### src/rtl/lpmPkg.sv
package lpmPkg;

  localparam int NUM_RULES = 6;
  localparam int CODE_W    = 3;

  typedef enum logic [2:0] {
    ST_RUN       = 3'd0,
    ST_STOPGRANT = 3'd1,
    ST_SLEEP     = 3'd2,
    ST_DEEP      = 3'd3,
    ST_WAKE      = 3'd4
  } lpmStateE;

  // Strobes handed from control to datapath each cycle
  typedef struct packed {
    logic primed;      // reference values valid
    logic sleepEdge;   // sleep line changed this cycle
    logic sleepRise;   // sleep line rose this cycle
    logic deepRise;    // deep-sleep line rose this cycle
    logic ctrlChange;  // sleep or processor reset changed
    logic inStopGrant;
    logic inSleep;
    logic inQuiet;     // DeepSleep or Wake
  } lpmStrobeT;

endpackage

### src/rtl/lpmControl.sv
module lpmControl
  import lpmPkg::*;
#(
  parameter int SETTLE_CYCLES = 8
) (
  input  logic      clk,
  input  logic      rstN,
  input  logic      stopClkIn,
  input  logic      sleepIn,
  input  logic      deepSleepIn,
  input  logic      cpuResetIn,
  output lpmStateE  stateOut,
  output lpmStrobeT strb
);

  localparam int WAKE_W = (SETTLE_CYCLES > 1) ? $clog2(SETTLE_CYCLES) : 1;
  localparam logic [WAKE_W-1:0] WAKE_LAST = WAKE_W'(SETTLE_CYCLES - 1);

  lpmStateE          stateQ, stateD;
  logic [WAKE_W-1:0] wakeCntQ, wakeCntD;
  logic              primedQ;
  logic              prevSleep, prevDeep, prevReset;

  always_comb begin
    stateD   = stateQ;
    wakeCntD = wakeCntQ;
    if (cpuResetIn) begin
      stateD   = ST_RUN;
      wakeCntD = '0;
    end else begin
      unique case (stateQ)
        ST_RUN:       if (stopClkIn) stateD = ST_STOPGRANT;
        ST_STOPGRANT: begin
          if (!stopClkIn)   stateD = ST_RUN;
          else if (sleepIn) stateD = ST_SLEEP;
        end
        ST_SLEEP: begin
          if (!sleepIn)         stateD = ST_STOPGRANT;
          else if (deepSleepIn) stateD = ST_DEEP;
        end
        ST_DEEP: begin
          if (!deepSleepIn) begin
            stateD   = ST_WAKE;
            wakeCntD = '0;
          end
        end
        ST_WAKE: begin
          if (wakeCntQ == WAKE_LAST) stateD = ST_SLEEP;
          else                       wakeCntD = wakeCntQ + 1'b1;
        end
        default: stateD = ST_RUN;
      endcase
    end
  end

  always_ff @(posedge clk or negedge rstN) begin
    if (!rstN) begin
      stateQ    <= ST_RUN;
      wakeCntQ  <= '0;
      primedQ   <= 1'b0;
      prevSleep <= 1'b0;
      prevDeep  <= 1'b0;
      prevReset <= 1'b0;
    end else begin
      stateQ    <= stateD;
      wakeCntQ  <= wakeCntD;
      primedQ   <= 1'b1;
      prevSleep <= sleepIn;
      prevDeep  <= deepSleepIn;
      prevReset <= cpuResetIn;
    end
  end

  always_comb begin
    strb.primed      = primedQ;
    strb.sleepEdge   = primedQ && (sleepIn != prevSleep);
    strb.sleepRise   = primedQ && sleepIn && !prevSleep;
    strb.deepRise    = primedQ && deepSleepIn && !prevDeep;
    strb.ctrlChange  = primedQ && ((sleepIn != prevSleep) || (cpuResetIn != prevReset));
    strb.inStopGrant = (stateQ == ST_STOPGRANT);
    strb.inSleep     = (stateQ == ST_SLEEP);
    strb.inQuiet     = (stateQ == ST_DEEP) || (stateQ == ST_WAKE);
  end

  assign stateOut = stateQ;

  AST_STATE_LEGAL: assert property (@(posedge clk) disable iff (!rstN)
    stateQ inside {ST_RUN, ST_STOPGRANT, ST_SLEEP, ST_DEEP, ST_WAKE});
  AST_DEEP_FROM_SLEEP: assert property (@(posedge clk) disable iff (!rstN)
    $rose(stateQ == ST_DEEP) |-> $past(stateQ) == ST_SLEEP);
  AST_WAKE_EXIT: assert property (@(posedge clk) disable iff (!rstN)
    (stateQ == ST_WAKE && !cpuResetIn) |=> (stateQ == ST_WAKE || stateQ == ST_SLEEP));
  AST_RESET_TO_RUN: assert property (@(posedge clk) disable iff (!rstN)
    cpuResetIn |=> stateQ == ST_RUN);

endmodule

### src/rtl/lpmDatapath.sv
module lpmDatapath
  import lpmPkg::*;
#(
  parameter int BUS_W = 8,
  parameter int IRQ_W = 4,
  parameter int CNT_W = 16
) (
  input  logic                 clk,
  input  logic                 rstN,
  input  logic                 clear,
  input  lpmStrobeT            strb,
  input  logic                 snoopIn,
  input  logic [IRQ_W-1:0]     irqIn,
  input  logic [BUS_W-1:0]     busIn,
  output logic [NUM_RULES-1:0] errFlags,
  output logic [CODE_W-1:0]    firstCode,
  output logic [CNT_W-1:0]     firstCycle
);

  localparam logic [CNT_W-1:0] CNT_MAX = '1;

  logic [BUS_W-1:0]     prevBus;
  logic [IRQ_W-1:0]     prevIrq;
  logic                 busChange;
  logic [NUM_RULES-1:0] viol;
  logic [NUM_RULES-1:0] errQ;
  logic [CODE_W-1:0]    codeQ, newCode;
  logic [CNT_W-1:0]     cycleQ, stampQ;

  assign busChange = strb.primed && ((busIn != prevBus) || (irqIn != prevIrq));

  // One violation term per rule; bit index plus one is the reported code
  always_comb begin
    viol    = '0;
    viol[0] = strb.sleepRise && !strb.inStopGrant;
    viol[1] = strb.deepRise && !strb.inSleep;
    viol[2] = strb.inSleep && busChange;
    viol[3] = strb.inQuiet && (busChange || strb.ctrlChange);
    viol[4] = snoopIn && (strb.inSleep || strb.sleepEdge);
    viol[5] = strb.inQuiet && (snoopIn || (|irqIn));
  end

  always_comb begin
    newCode = '0;
    for (int i = NUM_RULES - 1; i >= 0; i--) begin
      if (viol[i]) newCode = CODE_W'(i + 1);
    end
  end

  always_ff @(posedge clk or negedge rstN) begin
    if (!rstN) begin
      prevBus <= '0;
      prevIrq <= '0;
      cycleQ  <= '0;
    end else begin
      prevBus <= busIn;
      prevIrq <= irqIn;
      if (cycleQ != CNT_MAX) cycleQ <= cycleQ + 1'b1;
    end
  end

  genvar g;
  generate
    for (g = 0; g < NUM_RULES; g++) begin : gFlag
      always_ff @(posedge clk or negedge rstN) begin
        if (!rstN)       errQ[g] <= 1'b0;
        else if (clear)  errQ[g] <= 1'b0;
        else if (viol[g]) errQ[g] <= 1'b1;
      end
    end
  endgenerate

  always_ff @(posedge clk or negedge rstN) begin
    if (!rstN) begin
      codeQ  <= '0;
      stampQ <= '0;
    end else if (clear) begin
      codeQ  <= '0;
      stampQ <= '0;
    end else if (codeQ == '0 && (|viol)) begin
      codeQ  <= newCode;
      stampQ <= cycleQ;
    end
  end

  assign errFlags   = errQ;
  assign firstCode  = codeQ;
  assign firstCycle = stampQ;

  AST_STICKY: assert property (@(posedge clk) disable iff (!rstN)
    !clear |=> ((errQ & $past(errQ)) == $past(errQ)));
  AST_CLEAR_EMPTIES: assert property (@(posedge clk) disable iff (!rstN)
    clear |=> (errQ == '0 && codeQ == '0 && stampQ == '0));
  AST_CODE_HAS_FLAG: assert property (@(posedge clk) disable iff (!rstN)
    (codeQ != '0) |-> errQ[codeQ - 1'b1]);
  AST_CODE_WITH_FLAGS: assert property (@(posedge clk) disable iff (!rstN)
    (codeQ == '0) == (errQ == '0));
  AST_CODE_HELD: assert property (@(posedge clk) disable iff (!rstN)
    (codeQ != '0 && !clear) |=> ($stable(codeQ) && $stable(stampQ)));
  AST_QUIET_IRQ: assert property (@(posedge clk) disable iff (!rstN)
    (strb.inQuiet && (|irqIn) && !clear) |=> errQ[5]);

endmodule

### src/rtl/lpBusChecker.sv
module lpBusChecker
  import lpmPkg::*;
#(
  parameter int BUS_W         = 8,
  parameter int IRQ_W         = 4,
  parameter int SETTLE_CYCLES = 8,
  parameter int CNT_W         = 16
) (
  input  logic                 clk,
  input  logic                 rstN,
  input  logic                 clear,
  input  logic                 stopClkIn,
  input  logic                 sleepIn,
  input  logic                 deepSleepIn,
  input  logic                 cpuResetIn,
  input  logic                 snoopIn,
  input  logic [IRQ_W-1:0]     irqIn,
  input  logic [BUS_W-1:0]     busIn,
  output logic [2:0]           stateOut,
  output logic [NUM_RULES-1:0] errFlags,
  output logic [CODE_W-1:0]    firstCode,
  output logic [CNT_W-1:0]     firstCycle
);

  lpmStrobeT strb;
  lpmStateE  stateE;

  lpmControl #(.SETTLE_CYCLES(SETTLE_CYCLES)) u_control (
    .clk        (clk),
    .rstN       (rstN),
    .stopClkIn  (stopClkIn),
    .sleepIn    (sleepIn),
    .deepSleepIn(deepSleepIn),
    .cpuResetIn (cpuResetIn),
    .stateOut   (stateE),
    .strb       (strb)
  );

  lpmDatapath #(.BUS_W(BUS_W), .IRQ_W(IRQ_W), .CNT_W(CNT_W)) u_datapath (
    .clk       (clk),
    .rstN      (rstN),
    .clear     (clear),
    .strb      (strb),
    .snoopIn   (snoopIn),
    .irqIn     (irqIn),
    .busIn     (busIn),
    .errFlags  (errFlags),
    .firstCode (firstCode),
    .firstCycle(firstCycle)
  );

  assign stateOut = stateE;

endmodule

### config.mk
export PLATFORM = sky130hd
export DESIGN_NAME = lpBusChecker
export DESIGN_NICKNAME = d
export VERILOG_FILES = /design/src/rtl/lpmPkg.sv /design/src/rtl/lpmControl.sv /design/src/rtl/lpmDatapath.sv /design/src/rtl/lpBusChecker.sv
export SDC_FILE = /design/constraint.sdc
export NUM_CORES = 1
export LEC_CHECK = 0
export ABC_CLOCK_PERIOD_IN_PS = 2900
export BUFFER_PORTS_ARGS = -buffer_cell sky130_fd_sc_hd__buf_2
export CORE_MARGIN = 8
export CORE_UTILIZATION = 40
export DETAILED_ROUTE_END_ITERATION = 6
export GPL_ROUTABILITY_DRIVEN = 1
export PLACE_DENSITY_LB_ADDON = 0.08
export SYNTH_ARGS = -nofsm -noshare
export SYNTH_HDL_FRONTEND = slang
export SYNTH_SLANG_ARGS = --single-unit
### constraint.sdc
create_clock -name clk -period 2.9 [get_ports clk]
set_input_delay 0.725 -clock clk [delete_from_list [all_inputs] [get_ports clk]]
set_output_delay 0.725 -clock clk [all_outputs]
set_load 0.01 [all_outputs]
* Word-level counts from Yosys, hierarchy flattened
Cells that the tools add are included.
** Word-level totals
- Memories kept :: 0
- Bits of input ports :: 20
- Bits in read-only memories :: 0
- Register bits :: 63
- Logic and storage cells :: 108
- RAM bits :: 0
- Bits in latches :: 0
- Output and inout bits :: 28
** Operators by class
- Muxes and demuxes :: 35
- Shifts and indexed selects :: 0
- Divide/modulo/power cells :: 0
- Equality and inequality tests :: 16
- Bitwise logic cells :: 0
- Order comparisons :: 0
- $add $sub $neg :: 2
- Multiply operators :: 0
- Reduce and logical (&&, ||, !) cells :: 38
** Operators by type and width (number)
- 3-bit two-way mux :: 19
- 16-bit two-way mux :: 2
- 16-bit by 1-bit adder with 16-bit output (second input constant) :: 1
- 16-bit != test (second input constant) :: 1
- 3-bit case mux with 5 select lines :: 1
- 1-bit logical AND :: 14
- 2-bit nonzero test :: 7
- 1-bit two-way mux :: 12
- 3-bit != test (second input constant) :: 3
- 4-bit != test (second input constant) :: 2
- 8-bit != test :: 1
- 3-bit by 2-bit == test with 1-bit output (second input constant) :: 2
- 3-bit == test (second input constant) :: 2
- 3-bit zero test :: 2
- 1-bit logical OR :: 6
- 3-bit case mux with 2 select lines :: 1
- 6-bit OR reduction :: 1
- 5-bit AND reduction :: 1
- 1-bit zero test :: 4
- 4-bit != test :: 1
- 4-bit OR reduction :: 1
- 3-bit by 1-bit adder with 3-bit output (second input constant) :: 1
- 3-bit by 1-bit == test with 1-bit output (second input constant) :: 1
- 3-bit by 2-bit != test with 1-bit output (second input constant) :: 1
- other kinds (3) :: 4

* Longest topological paths before layout
- Depth after elaboration :: 11
- Mapped depth :: 9
- Depth with buffers taken out :: 7

* By module
Synthesis repeated with hierarchy kept, for this count alone.
** Unflattened totals
- Cell total of the unflattened synthesis :: 261
- Area total of the unflattened synthesis :: 3002.9 µm²
** By module, submodules not included
- lpmDatapath :: cells an instance 205, sequential area each 1326.3 µm², instances 1, area each 2418.6 µm²
- lpmControl :: cells an instance 56, sequential area each 250.2 µm², instances 1, area each 584.3 µm²

* Worst setup path after synthesis
OpenSTA, ideal clock, no wires.
- Path type :: input -> register
- From :: input port irqIn[0]
- To :: register u_datapath.codeQ[0], in the netlist u_datapath.firstCode[0]
- Stages on the path :: 8
- Setup time :: 125 ps
- Arrival time :: 2453 ps
- Path slack :: 322 ps
- Required time :: 2775 ps
- Buffers on the path :: 1
- Cell sequence :: xor2_1 nor4_2 nand3_1 o311a_4 nor3_4 a21oi_4 buf_12 mux2_4
** On the way
- Word-level cells in the longest chain between the ends :: 11
- Elaborated cells on any way between the ends :: 18
- Those cells by class :: eq/ne (1); mux (6); reduce/logical (11)
** RTL lines
- start, declared :: RTL line lpBusChecker.sv:17 : input logic [IRQ_W-1:0] irqIn,
- 4-bit != test :: RTL line lpmDatapath.sv:30 : assign busChange = strb.primed && ((busIn != prevBus) || (irqIn != prevIrq));
- 1-bit logical OR :: RTL line lpmDatapath.sv:30
- 1-bit logical AND :: RTL line lpmDatapath.sv:30
- 1-bit logical OR :: RTL line lpmDatapath.sv:38 : viol[3] = strb.inQuiet && (busChange || strb.ctrlChange);
- 1-bit logical AND :: RTL line lpmDatapath.sv:38
- 3-bit two-way mux (4 in a row) :: RTL line lpmDatapath.sv:46 : if (viol[i]) newCode = CODE_W'(i + 1);
- 3-bit two-way mux :: RTL line lpmDatapath.sv:80 : end else if (codeQ == '0 && (|viol)) begin
- 3-bit two-way mux :: RTL line lpmDatapath.sv:77 : end else if (clear) begin
- end signal, assigned :: RTL line lpmDatapath.sv:81 : codeQ <= newCode;
- end, declared :: RTL line lpmDatapath.sv:27 : logic [CODE_W-1:0] codeQ, newCode;
Parallel ways exist; a longest one is shown, timed or not. The select of a mux whose other input is x is not followed.
A chain may end at the register's enable or synchronous reset.

* Worst setup path in the final report
- From :: register u_control.stateQ[2], in the netlist u_control.stateOut[2]
- To :: register u_datapath.stampQ[1], in the netlist u_datapath.firstCycle[1]
** On the way
- Word-level cells in the longest chain between the ends :: 6
- Elaborated cells on any way between the ends :: 17
- Those cells by class :: eq/ne (4); reduce/logical (13)
** RTL lines
- start, declared :: RTL line lpmControl.sv:19 : lpmStateE stateQ, stateD;
- start signal, assigned :: RTL line lpmControl.sv:65 : stateQ <= stateD;
- 3-bit by 1-bit == test with 1-bit output (tied with other cells) :: RTL line lpmControl.sv:80 : strb.inStopGrant = (stateQ == ST_STOPGRANT);
- 1-bit zero test (tied with other cells) :: RTL line lpmDatapath.sv:35 : viol[0] = strb.sleepRise && !strb.inStopGrant;
- 1-bit logical AND, on equally long branches
- 6-bit OR reduction (*) :: RTL line lpmDatapath.sv:80
- 1-bit logical AND (*) :: RTL line lpmDatapath.sv:80
- 2-bit nonzero test (no source line) (*)
- end signal, assigned :: RTL line lpmDatapath.sv:82 : stampQ <= cycleQ;
- end, declared :: RTL line lpmDatapath.sv:28 : logic [CNT_W-1:0] cycleQ, stampQ;
Mark *: on every way between the ends. The rest lies on a longest branch, timed or not.

==> metrics.md <==
| Metric | Value |
|---|---|
| Slew @ Worst Pin | 0.7702 ns |
| Crit path cell chain | nor3b_1 > nand3_1 > and3_1 > a21oi_4 > mux2_2 |
| Post-DP HPWL | 4324 um |
| Crit path launch type | flip-flop |
| WL per Instance | 14.49 um |
| Compound-gate portion of the synthesized area | 6.457% |
| Max-Cap Viols | 0 |
| Layout cells sized above 1 | 32.35% |
| Post-synthesis mux area share | 10.30% |
| Post-synthesis adder-cell area fraction | 1.309% |
| Vias in the first global route | 2015 |
| Remaining routing DRC violations | 0 |
| Most common cell after layout, fill and taps aside | dfrtp_1 |
| Initial Util | 40.40% |
| Met2 usage | 18.85% |
| Total Wirelength | 5870 um |
| Max-slew violation count | 0 |
| Core area | 7098 um^2 |
| Clk_skew | 0.008032 ns |
| Clock Latency Late Sink | 0.34 ns |
| Post-synth top area share | 54.97% |
| Most frequent cells in the layout | 63 x dfrtp_1, 47 x buf_2, 25 x nor2_1, 15 x xor2_1, 15 x nor2b_1 |
| H-tree levels | 3 |
| Gp weighted congestion | 0.7734 |
| EDFF count, synth | 0 |
| CP max stage delay | 0.63 ns |
| Initial DRT Pass Iterations | 4 |
| Seq/Total Area, Yosys | 54.97% |
| WP buf/inv | 0 |
| Worst-path maximum fanout | 18 |
| Slowest cell on the critical path | a21oi_4 |
| ANT cells | 0 |
| Largest net degree at the start of global routing | 33 |
| Most Crowded Layer GR | met2 |
| Leakage | 1.659 nW |
| Post-synth cell types | 42 |
| Via density | 4.844 |
| Final WS setup | 0.4264 ns |
| Post-synth net total | 264 |
| M1 GR Usage | 16.45% |
| Crit-path leading delay family | simple AND/OR/NAND/NOR gates |
| Synth Instances | 241 |
| Post-CTS sizing | 0 |
| RSZ-0062 raised after global routing | false |
| Global route overflow | 0 |
| Cts hold-fix bufs | 0 |
| Clk buf depth | 2 |
| Total track usage | 12.83% |
| Crit end category | flip-flop |
| Hold WC Path Type | input pin to asynchronous set/reset pin |
| Simple-gate share of the synthesized area | 17.93% |
| Synth Flop Type | dfrtp_1 |
| 1st-iter DRT viols | 51 |
| Cell Area, Synth | 2868 um^2 |
| Synth top area cells | dfrtp_1 55%, mux2_4 5.2%, mux2_2 4.7% |
| Worst slew margin | 48.54% |
| Post-synth top area cell | dfrtp_1 |
| Pwr/cell area | 576.4 nW/um^2 |
| NumNets Final | 327 |
| Antenna Nets Post-Route | 0 |
| Worst reg-to-reg setup slack | 0.43 ns |
| First-pass GRT wire length | 9998 um |
| Fillers | 678 |
| Die area | 10130 um^2 |
| Die height | 100.7 um |
| Register bit total from synthesis | 63 |
| Setup violators final | 0 |
| Avg Cell Area, Syn | 11.90 um^2 |
| Outcome | completed |
| Inserted Clock Buffers | 9 |
| Yosys warns | 0 |
| Met3 usage | 3.660% |
| Die width | 100.7 um |
| Final Cycle Share | 85.29% |
| CTS tree | built |
| Post-CTS Setup Bufs | 0 |
| PortBufs | 47 |
| FFs w/ async S/R, synth | 100.0% |
| Arrival time at the worst endpoint | 2.69 ns |
| Clock Tree Root | clkbuf_8 |
| Antenna violations before repair | 0 |
| Fmax | 404.3 MHz |
| Core Rows | 31 |
| Setup_tns | 0 ns |
| Sink Count | 63 |
| Synth Area in XOR/XNOR | 6.719% |
| Largest family of logic cells by synthesized area | simple AND/OR/NAND/NOR gates |
| P&R area growth vs syn | 19.15% |
| Setup CP Type | flip-flop to flip-flop |
| Worst Path Required | 3.12 ns |
| # IOs | 48 |
| Via count | 1962 |
| Worst-path clk slew | 0.07 ns |
| Fin crit period | 2.474 ns |
| Place WS | 0.06310 ns |
| Max IR drop VDD | 0.2416 mV |
| Final hold viol count | 0 |
## path summary, 6_finish.rpt
check                                                   from                                   end  cells after the start
min                                                     rstN    u_datapath.errFlags[1]$_DFFE_PN0P_                      2
min reg2reg                 u_datapath.cycleQ[9]$_DFFE_PN0P_      u_datapath.cycleQ[9]$_DFFE_PN0P_                      1
max reg2reg                u_control.stateOut[2]$_DFFE_PN0P_  u_datapath.firstCycle[1]$_DFFE_PN0P_                      5
max                        u_control.stateOut[2]$_DFFE_PN0P_  u_datapath.firstCycle[1]$_DFFE_PN0P_                      5
max in group asynchronous                               rstN  u_datapath.firstCycle[9]$_DFFE_PN0P_                      2
min in group clk            u_datapath.cycleQ[9]$_DFFE_PN0P_      u_datapath.cycleQ[9]$_DFFE_PN0P_                      1
## power by group
| part | switching (mW) | internal, mW | leakage, nW |
|---|---|---|---|
| clock | 0.307 | 0.316 | 0.0809 |
| combinational | 0.204 | 0.168 | 0.761 |
| sequential | 0.0380 | 0.937 | 0.817 |
| total | 0.548 | 1.42 | 1.66 |
## registers in the layout, indices dropped and copies added (netlist names)
register,flops
u_control.prevSleep,1
u_datapath.prevBus,8
u_control.wakeCntQ,3
u_datapath.firstCode,3
u_control.prevDeep,1
u_datapath.errFlags,6
u_datapath.cycleQ,16
u_datapath.firstCycle,16
u_control.primedQ,1
u_control.prevReset,1
u_datapath.prevIrq,4
u_control.stateOut,3
## stage by stage
| stage | power (mW) | cells | area, um^2 | hold WS (ns) | util, % |
|---|---|---|---|---|---|
| finish | 1.970 | 405 | 3417 | 0.4192 | 48.14 |
| global route | 2.078 | 405 | 3417 | 0.4617 | 48.14 |
| detailed placement | 1.374 | 392 | 3266 | 0.4853 | 46.01 |
| CTS | 2.005 | 405 | 3417 | 0.4270 | 48.14 |
| floorplan | 1.239 | 241 | 2868 | 0.4294 | - |
| global placement | 1.371 | 392 | 3266 | 0.4790 | 46.01 |
## synthesized netlist by cell type, types with 4 or more instances
master,count
a21oi_1,5
dfrtp_1,63
inv_1,7
mux2_2,12
mux2_4,10
nand2_1,12
nand3_1,9
nor2_1,25
nor2b_1,15
nor3_1,7
nor3b_1,4
or3_1,4
xnor2_1,7
xor2_1,15
## cells by family after synthesis
family	count (synthesis)
compound gates	24
xor+xnor	22
fa+ha+maj	3
buf+inv	12
flops	63
mux	23
other cells	1
simple gates	93
## final cells by class
| cell class | instances | area [um^2] | area share (%) |
|---|---|---|---|
| sequential | 63 | 1577 | 46.14 |
| multi-input combinational | 166 | 1229 | 35.96 |
| timing repair buffer | 57 | 310.3 | 9.081 |
| clock buffer | 11 | 141.4 | 4.138 |
| tap | 99 | 123.9 | 3.625 |
| inverter | 7 | 26.28 | 0.7689 |
| clock inverter | 2 | 10.01 | 0.2929 |
## routing by layer
| layer | up-vias | part of all wire (%) |
|---|---|---|
| li1 | 963 | - |
| met1 | 952 | 48 |
| met2 | 35 | 45 |
| met3 | 12 | 5.0 |
| met4 | 0 | 2.4 |
| met5 | - | 0 |
Note: power is estimated with default switching activity, not from simulation.
